==> src/rtl/conv_enc_serial.sv <==
module conv_enc_serial #(
  parameter int K = 7,
  parameter logic [K-1:0] GEN_A = 7'b1111001,
  parameter logic [K-1:0] GEN_B = 7'b1011011,
  parameter bit INV_B = 1'b1
) (
  input  logic clk,
  input  logic rst,
  input  logic in_valid,
  input  logic in_bit,
  output logic in_ready,
  input  logic flush,
  output logic out_valid,
  output logic out_sym,
  output logic sym_is_c2,
  input  logic out_ready
);
  localparam int M  = K - 1;
  localparam int TW = $clog2(K);

  logic [M-1:0]  dl;
  logic [TW-1:0] tail_cnt;
  logic          busy, phase, sym_a, sym_b;

  wire          tailing  = tail_cnt != '0;
  wire          can_load = !busy || (phase && out_ready);
  wire          load     = can_load && (tailing || (in_valid && !flush));
  wire          new_bit  = tailing ? 1'b0 : in_bit;
  wire  [K-1:0] win      = {new_bit, dl};

  assign in_ready  = can_load && !tailing && !flush;
  assign out_valid = busy;
  assign sym_is_c2 = phase;
  assign out_sym   = phase ? sym_b : sym_a;

  always_ff @(posedge clk) begin
    if (rst) begin
      dl    <= '0;
      busy  <= 1'b0;
      phase <= 1'b0;
      sym_a <= 1'b0;
      sym_b <= 1'b0;
    end else if (load) begin
      dl    <= win[K-1:1];
      sym_a <= ^(win & GEN_A);
      sym_b <= (^(win & GEN_B)) ^ INV_B;
      busy  <= 1'b1;
      phase <= 1'b0;
    end else if (busy && out_ready) begin
      busy  <= !phase;
      phase <= !phase;
    end
  end

  always_ff @(posedge clk) begin
    if (rst)                  tail_cnt <= '0;
    else if (flush && !tailing) tail_cnt <= TW'(M);
    else if (load && tailing)   tail_cnt <= tail_cnt - 1'b1;
  end


  stall_hold_chk: assert property (@(posedge clk) disable iff (rst)
    out_valid && !out_ready |=> out_valid && $stable(out_sym) && $stable(sym_is_c2));


  c1_then_c2_chk: assert property (@(posedge clk) disable iff (rst)
    out_valid && out_ready && !sym_is_c2 |=> out_valid && sym_is_c2);


  pair_start_chk: assert property (@(posedge clk) disable iff (rst)
    in_valid && in_ready |=> out_valid && !sym_is_c2);


  accept_gate_chk: assert property (@(posedge clk) disable iff (rst)
    in_valid && in_ready |-> !out_valid || (sym_is_c2 && out_ready));


  tail_zero_chk: assert property (@(posedge clk) disable iff (rst)
    $fell(tailing) |-> dl == '0);
endmodule

==> config.mk <==
export PLATFORM = sky130hd
export DESIGN_NAME = conv_enc_serial
export DESIGN_NICKNAME = d
export VERILOG_FILES = /design/src/rtl/conv_enc_serial.sv
export SDC_FILE = /design/constraint.sdc
export NUM_CORES = 1
export LEC_CHECK = 0
export BUFFER_PORTS_ARGS = -buffer_cell sky130_fd_sc_hd__buf_4
export CAP_MARGIN = 20
export CORE_UTILIZATION = 42
export CTS_BUF_LIST = sky130_fd_sc_hd__clkbuf_4 sky130_fd_sc_hd__clkbuf_8 sky130_fd_sc_hd__clkbuf_16
export DETAILED_ROUTE_END_ITERATION = 10
export GPL_ROUTABILITY_DRIVEN = 0
export SYNTH_ARGS = -nofsm -noshare
export SYNTH_HDL_FRONTEND = slang
export SYNTH_SLANG_ARGS = --single-unit
==> constraint.sdc <==
create_clock -name clk -period 4 [get_ports clk]
set_input_delay 1 -clock clk [delete_from_list [all_inputs] [get_ports clk]]
set_output_delay 1 -clock clk [all_outputs]
set_load 0.02 [all_outputs]
==> flow_summary.ini, run 1 <==
[sta]
worst_slew_pin_slew_ns = 0.449
fin_skew_ns = 0.00442
period_share_pct = 69.2
slew_headroom_pct = 69.8
setup_violations = 0
layout_min_cycle_time_ns = 2.77
rsz0062_at_grt = no
fin_setup_tns_ns = 0
max_freq_ghz = 0.361
finalHoldViolations = 0
report.final.slew_viol_count = 0

[setup_path]
cp.arrival_ns = 1.77
cp_max_fo = 4
slowest_delay_ns = 0.38
cp-end-kind = output port
crit_path_cell_trace = buf_4 -> a21boi_0 -> nor2_1 -> buf_4
r2r_slack_ns = 2.14
reg2reg_from = tail_cnt[0]$_SDFFE_PP0P_
slowest_stage = a21boi_0
cp_num_buf_inv = 2
cp.required_ns = 3.00
cpMostUsedCell = buf_4
crit_family = compound AO/OA/AOI/OAI gates
cp-startpoint = out_ready
cp-start-kind = input port
crit_type = in2out

[clocking]
cts.sinks = 13
path_clk_slew_ns = 0.07
cts_setup_buffers = 0
cts_max_level = 1
clock_latency_ns = 0.27
cts_root_buffer = clkbuf_4
clockBufferDepth = 2
cts_buffers = 3
hold_buffers = 0
cts_tree = done
cts-resized-gates = 0

[synth]
yosysUniqueCellTypes = 26
synth_flop_cell = dfxtp_1
post-synth-top-count-cell = dfxtp_1
synth_fp_nets = 69
yosys-top-cells-area = dfxtp_1 43%, mux2i_1 10%, nor2_1 6.9%
synth_seq_area_share_pct = 43.2
synth.largest_area_cell = dfxtp_1
synthesis.area_um2 = 602
synth_top_area_share_pct = 43.2
ys_ff_latch = 13
synthTopCellsByCount = 13 x dfxtp_1, 11 x nor2_1, 6 x mux2i_1, 3 x inv_1
async_reset_ff_share_pct = 0
syn_inst = 61
yosys_warnings = 0
syn_avg_cell_area_um2 = 9.87
synth_edf_count = 0

[route]
met2_wirelength_um = 391
vias_per_cell = 4.99
met3WireLength_um = 41
drc_errors = 0
met1_length_um = 516
wl_per_cell_um = 10.8
top_layer_used = met3
dr.pass1.iters = 4
postRouteAntennaNets = 0
num_vias = 439
drt_first_iter_violations = 3
routed_wl_um = 949

[die]
dieArea_um2 = 1590
die_w_um = 39.9
initial_core_util_pct = 45.7
num_rows = 13
die_y_um = 39.9
ios = 10
coreArea_um2 = 1320

[cells_and_area]
nets = 82
diodes = 0
synthToLayoutAreaGrowth_pct = 18.7
drive_gt1_share_pct = 24.7

[pwr]
pwr-share-comb_pct = 45.4
p_sw_mw = 0.169
power_mw = 0.476
power_density_nw_per_um2 = 667
intPower_mw = 0.308
leakage_nw = 0.319
ir_worst_vdd_uv = 283
p_clk_share_pct = 17.7
switching_share_pct = 35.4
share_seq_of_total_power_pct = 36.9

[grt]
grt_pass1_wl_mm = 1.65
grt_max_degree = 16
grt_overflow = 0
grt_antenna_before_repair = 0
grt_usage_pct = 16.2
grt_pass1_vias = 393

[placement]
dp_hpwl_um = 684
io_buffers = 9

[hold_path]
hold_class = reg2reg
min-delay-start = tail_cnt[1]$_SDFFE_PP0P_

[run]
drv_cap = 0

[run_status]
outcome = finished, final reports clean
-- cells by family (layout without fill, tap and decap cells) --
kind of cell	after synthesis	count (layout)	synth area share [%]
compound gates	10	10	12.9
xor+xnor	4	4	8.11
fa+ha+maj	2	2	4.16
buf+inv	5	17	3.74
flops	13	13	43.2
mux	7	7	11.9
simple gates	20	20	16.0
-- sequential cells by signal, indices dropped and copies added, names as in the netlist --
name and cells:
sym_b 1, dl 6, tail_cnt 3, sym_is_c2 1, sym_a 1, out_valid 1
-- worst register-to-register path, stage by stage (launching register included) --
cell and delay (ns):
dfxtp_1 0.36, inv_1 0.05, ha_1 0.20, ha_1 0.25, and2_4 0.17, xnor3_1 0.38, xor2_1 0.17, a211oi_2 0.21
-- per-stage QoR --
stage | hold slack [ns] | worst slack (ns) | cells | util (%) | instance area, um2
detailed placement | 0.476 | 1.23 | 84 | 51.9 | 684
global placement | 0.471 | 1.29 | 84 | 51.9 | 684
floorplan | 0.447 | 1.50 | 61 | - | 602
global route | 0.511 | 1.19 | 88 | 54.2 | 714
finish | 0.480 | 1.23 | 88 | 54.2 | 714
CTS | 0.487 | 1.23 | 88 | 54.2 | 714
-- layout by cell type, fill, tap and decap left out --
| cell type | instances |
|---|---|
| nand3_1 | 1 |
| mux2i_1 | 6 |
| a21oi_1 | 2 |
| a221oi_1 | 2 |
| xnor3_1 | 1 |
| o221ai_1 | 1 |
| a31oi_1 | 1 |
| inv_1 | 3 |
| nand2_1 | 1 |
| xor2_1 | 2 |
| buf_4 | 10 |
| a21boi_0 | 1 |
| ha_1 | 2 |
| nand2b_1 | 2 |
| and2_4 | 1 |
| xnor2_1 | 1 |
| clkbuf_4 | 4 |
| a211oi_2 | 1 |
| dfxtp_1 | 13 |
| nand3b_1 | 1 |
| a21bo_2 | 1 |
| nor3_1 | 2 |
| nor2_1 | 11 |
| o21ai_0 | 1 |
| or2b_1 | 1 |
| mux2_2 | 1 |
-- layout make-up --
class / count / area (um2)
Tap cell: 15 / 18.8
Fill cell: 122 / 603
Sequential cell: 13 / 260
Multi-Input combinational cell: 43 / 319
Timing Repair Buffer: 10 / 75.1
Clock buffer: 4 / 30.0
Inverter: 3 / 11.3
-- routing by layer --
layer	vias to the layer above	GRT usage, %
met5	-	0
met4	0	2.59
met3	0	10.2
met2	8	23.0
met1	191	20.8
li1	240	-
-- power groups by stage --
| stage | Sequential [mW] | Clock, mW | Combinational (mW) |
|---|---|---|---|
| finish | 0.176 | 0.0843 | 0.216 |
| global route | 0.180 | 0.0938 | 0.245 |
| CTS | 0.176 | 0.0901 | 0.219 |
| detailed placement | 0.179 | 0 | 0.217 |
| global placement | 0.178 | 0 | 0.216 |
| floorplan | 0.181 | 0 | 0.166 |
-- path summary, 6_finish.rpt --
path | to | depth (start not counted)
min | tail_cnt[1]$_SDFFE_PP0P_ | 2
max reg2reg | sym_b$_SDFFE_PP0P_ | 7
min reg2reg | tail_cnt[1]$_SDFFE_PP0P_ | 2
max | in_ready | 4
(Power assumes the default switching activity.)
==> run 2, diff against run 1 <==
- clock period: 4 -> 2.75 ns (I/O delays scaled with it)
==> flow_summary.ini, run 2 (same netlist as run 1, synthesis figures left out) <==
[cells_and_area]
fin_util_pct = 54.2
reg.largest.list = dl (6), tail_cnt (3)
largest-register = dl
seqCellArea_um2 = 260
final_common_cell = dfxtp_1
multi_input_area_um2 = 319
finish.instance_area_um2 = 714
num-fill-cells = 132
nets = 82
diodes = 0
largest_reg_flops = 6
layout_common_cells = 13 x dfxtp_1, 11 x nor2_1, 10 x buf_4
synthToLayoutAreaGrowth_pct = 18.7
drive_gt1_share_pct = 24.7
final_cells = 88

[setup_path]
crit_type = reg2out
cpMostUsedCell = ha_1
r2r_slack_ns = 0.86
rr_worst_depth = 7
slowest_stage = dfxtp_1
crit_path_cell_trace = inv_1 -> ha_1 -> ha_1 -> or2b_1 -> nor2_1 -> buf_4
reg2reg_from = tail_cnt[0]$_SDFFE_PP0P_
cp.required_ns = 2.06
r2r-end = sym_b$_SDFFE_PP0P_
cp.arrival_ns = 1.56
cp_max_fo = 7
cp-start-kind = register
cp-end-kind = output port
slowest_delay_ns = 0.33

[die]
die_w_um = 39.9
num_rows = 13
initial_core_util_pct = 45.7
die_y_um = 39.9
ios = 10
dieArea_um2 = 1590
coreArea_um2 = 1320

[sta]
whs_ns = 0.488
setup_ws_ns = 0.503
layout_min_cycle_time_ns = 2.25
report.final.slew_viol_count = 0
max_freq_ghz = 0.445
fin_setup_tns_ns = 0
setup_violations = 0
rsz0062_at_grt = no
finalHoldViolations = 0
worst_slew_pin_slew_ns = 0.454
fin_skew_ns = 0.0111
period_share_pct = 81.7
slew_headroom_pct = 69.4

[pwr]
leakage_nw = 0.319
power_density_nw_per_um2 = 975
power_mw = 0.697
ir_worst_vdd_uv = 578

[grt]
grt_overflow = 0
grt_usage_pct = 16.5
grt_max_degree = 16
grt_pass1_vias = 395
grt_pass1_wl_mm = 1.66
grt_antenna_before_repair = 0

[route]
wl_per_cell_um = 11.4
num_vias = 444
drc_errors = 0
routed_wl_mm = 1.00
drt_first_iter_violations = 7
vias_per_cell = 5.05
postRouteAntennaNets = 0
dr.pass1.iters = 3

[clocking]
cts_root_buffer = clkbuf_4
cts_setup_buffers = 0
cts-resized-gates = 0
clock_latency_ns = 0.28
hold_buffers = 0
cts.sinks = 13
clockBufferDepth = 2
cts_max_level = 1
cts_tree = done
cts_buffers = 3
path_clk_slew_ns = 0.09

[placement]
placed_cell_area_um2 = 677
placed_cells = 83
pre_cts_slack_ns = 0.458
io_buffers = 9

[hold_path]
hold_class = reg2reg
min_to = tail_cnt[1]$_SDFFE_PP0P_
min-delay-start = tail_cnt[1]$_SDFFE_PP0P_
min_path_cells = 2

[run_status]
outcome = finished, final reports clean

[run]
drv_cap = 0
-- run 2: metal layers --
layer | wire length (um) | vias up | track usage, %
li1 | - | 234 | -
met3 | 37 | 2 | 5.11
met2 | 445 | 6 | 23.0
met1 | 501 | 202 | 20.6
met4 | 16 | 0 | 12.9
met5 | 0 | - | 0
-- run 2: final cells by class --
cell class                      instances  area share (%)
Inverter                                3            1.58
Multi-Input combinational cell         43            44.7
Sequential cell                        13            36.4
Clock buffer                            4            4.20
Tap cell                               15            2.63
Timing Repair Buffer                   10            10.5
-- run 2: critical path: cells and delay by family (launching register included) --
kind,cells,cell delay (ns)
DFF,1,0.33
and+or+nand+nor,2,0.35
buffers and inverters,2,0.21
adders and majority gates,2,0.40
-- run 2: how the worst max path moves through the flow --
| stage | slack, ns | from | end |
|---|---|---|---|
| after CTS | 0.49 | tail_cnt[0]$_SDFFE_PP0P_ | in_ready |
| after floorplan | 0.83 | tail_cnt[0]$_SDFFE_PP0P_ | in_ready |
| after detailed placement | 0.46 | out_ready | dl[1]$_SDFFE_PP0P_ |
| after global placement | 0.45 | out_ready | dl[2]$_SDFFE_PP0P_ |
| final | 0.50 | tail_cnt[0]$_SDFFE_PP0P_ | in_ready |
| after global routing | 0.39 | tail_cnt[0]$_SDFFE_PP0P_ | in_ready |
-- run 2: power breakdown --
part | switching, mW | internal [mW] | leakage (nW)
registers | 0.0243 | 0.231 | 0.107
clock network | 0.0615 | 0.0660 | 0.0184
logic | 0.164 | 0.149 | 0.194
==> run 3, diff against run 2 <==
- clock period: 2.75 -> 2.12 ns (I/O delays scaled with it)
==> flow_summary.ini, run 3 (same netlist as run 1, synthesis figures left out) <==
[cells_and_area]
largest-register = dl
layout_common_cells = 13 x buf_4, 12 x dfxtp_1, 11 x nor2_1
final_common_cell = buf_4
final_cells = 92
fin_util_pct = 58.8
synthToLayoutAreaGrowth_pct = 28.7
drive_gt1_share_pct = 35.1
reg.largest.list = dl (6), tail_cnt (3)
num-fill-cells = 122
diodes = 0
nets = 86
largest_reg_flops = 6

[setup_path]
slowest_stage = dfxtp_2
cp.arrival_ns = 1.49
crit_path_cell_trace = inv_2 -> ha_4 -> ha_4 -> buf_6 -> or2b_1 -> nor2_1 -> buf_4
rr_worst_depth = 9
cp.required_ns = 1.59
reg2reg_from = tail_cnt[0]$_SDFFE_PP0P_
crit_type = reg2out
slowest_delay_ns = 0.34
crit_family = flip-flops
cp_num_buf_inv = 3
cp_max_fo = 3
cp-start-kind = register
r2r-end = sym_b$_SDFFE_PP0P_
cpMostUsedCell = ha_4
cp-end-kind = output port
r2r_slack_ns = 0.21

[clocking]
cts_max_level = 1
cts.sinks = 13
cts_root_buffer = clkbuf_4
cts_tree = done
path_clk_slew_ns = 0.09
clock_latency_ns = 0.27
hold_buffers = 0
cts_buffers = 3
clockBufferDepth = 2

[sta]
whs_ns = 0.503
worst_slew_pin_slew_ns = 0.575
period_share_pct = 95.5
finalHoldViolations = 0
fin_skew_ns = 0.00945
setup_violations = 0
max_freq_ghz = 0.494
slew_headroom_pct = 61.7
fin_setup_tns_ns = 0
rsz0062_at_grt = yes
report.final.slew_viol_count = 0
layout_min_cycle_time_ns = 2.02

[grt]
grt_pass1_wl_mm = 1.55
grt_max_degree = 16
grt_antenna_before_repair = 0
grt_usage_pct = 15.9
grt_pass1_vias = 383
grt_overflow = 0

[route]
num_vias = 459
drc_errors = 0
vias_per_cell = 4.99
postRouteAntennaNets = 0
drt_first_iter_violations = 6
dr.pass1.iters = 4
routed_wl_mm = 1.10
wl_per_cell_um = 12.0

[run_status]
outcome = finished, final reports clean

[die]
die_w_um = 39.9
ios = 10
num_rows = 13
die_y_um = 39.9
initial_core_util_pct = 45.7
coreArea_um2 = 1320
dieArea_um2 = 1590

[placement]
dp_hpwl_um = 737
io_buffers = 9
placed_cells = 85

[hold_path]
hold_class = reg2reg
min-delay-start = dl[2]$_SDFFE_PP0P_
min_to = dl[2]$_SDFFE_PP0P_
min_path_cells = 2

[pwr]
ir_worst_vdd_uv = 759
power_density_nw_per_um2 = 1360
leakage_nw = 0.341
power_mw = 1.05

[run]
drv_cap = 0
## run 3: worst max path at each step
stage | start | endpoint | depth (start not counted)
2_1_floorplan | tail_cnt[0]$_SDFFE_PP0P_ | in_ready | 5
3_3_place_gp | flush | dl[2]$_SDFFE_PP0P_ | 5
3_5_place_dp | flush | dl[3]$_SDFFE_PP0P_ | 5
4_1_cts | tail_cnt[0]$_SDFFE_PP0P_ | dl[1]$_SDFFE_PP0P_ | 6
5_1_grt | tail_cnt[0]$_SDFFE_PP0P_ | in_ready | 7
6_report | tail_cnt[0]$_SDFFE_PP0P_ | in_ready | 7
## run 3: final cells by class
type	instances	area, um2	share of cell area, %
tap	15	18.8	2.42
inverter	3	11.3	1.45
multi-input combinational	43	344	44.4
timing repair buffer	14	109	14.1
sequential	13	262	33.8
clock buffer	4	30.0	3.88
## run 3: metrics by stage
| step | instance area (um2) | setup slack (ns) |
|---|---|---|
| 2_1_floorplan | 602 | 0.353 |
| 3_3_place_gp | 692 | 0.0199 |
| 3_5_place_dp | 692 | -0.0251 |
| 4_1_cts | 722 | -0.00370 |
| 5_1_grt | 774 | -0.0103 |
| 6_report | 774 | 0.0951 |
## run 3: power by group
part	total, mW	switching, mW	internal (mW)
clock network	0.166	0.0801	0.0856
logic	0.550	0.259	0.291
registers	0.336	0.0334	0.302
## run 3: worst min-delay path: stages (launching register included)
cell	delay (ns)
dfxtp_1	0.33
mux2i_1	0.07
nor2_1	0.07
## run 3: timing repair
| item | 4_1_cts | 5_1_grt |
|---|---|---|
| pin swaps | 0 | 3 |
| endpoints found under the setup margin | 2 | 1 |
| buffers inserted | 0 | 2 |
| resized for setup | 0 | 8 |
## run 3: routing by layer
layer | share of wire [%] | routed length, um | GRT usage, %
met5 | 0 | 0 | 0
met4 | 1.3 | 14 | 10.3
met3 | 3.8 | 42 | 6.82
met1 | 46 | 513 | 18.8
met2 | 48 | 533 | 23.0
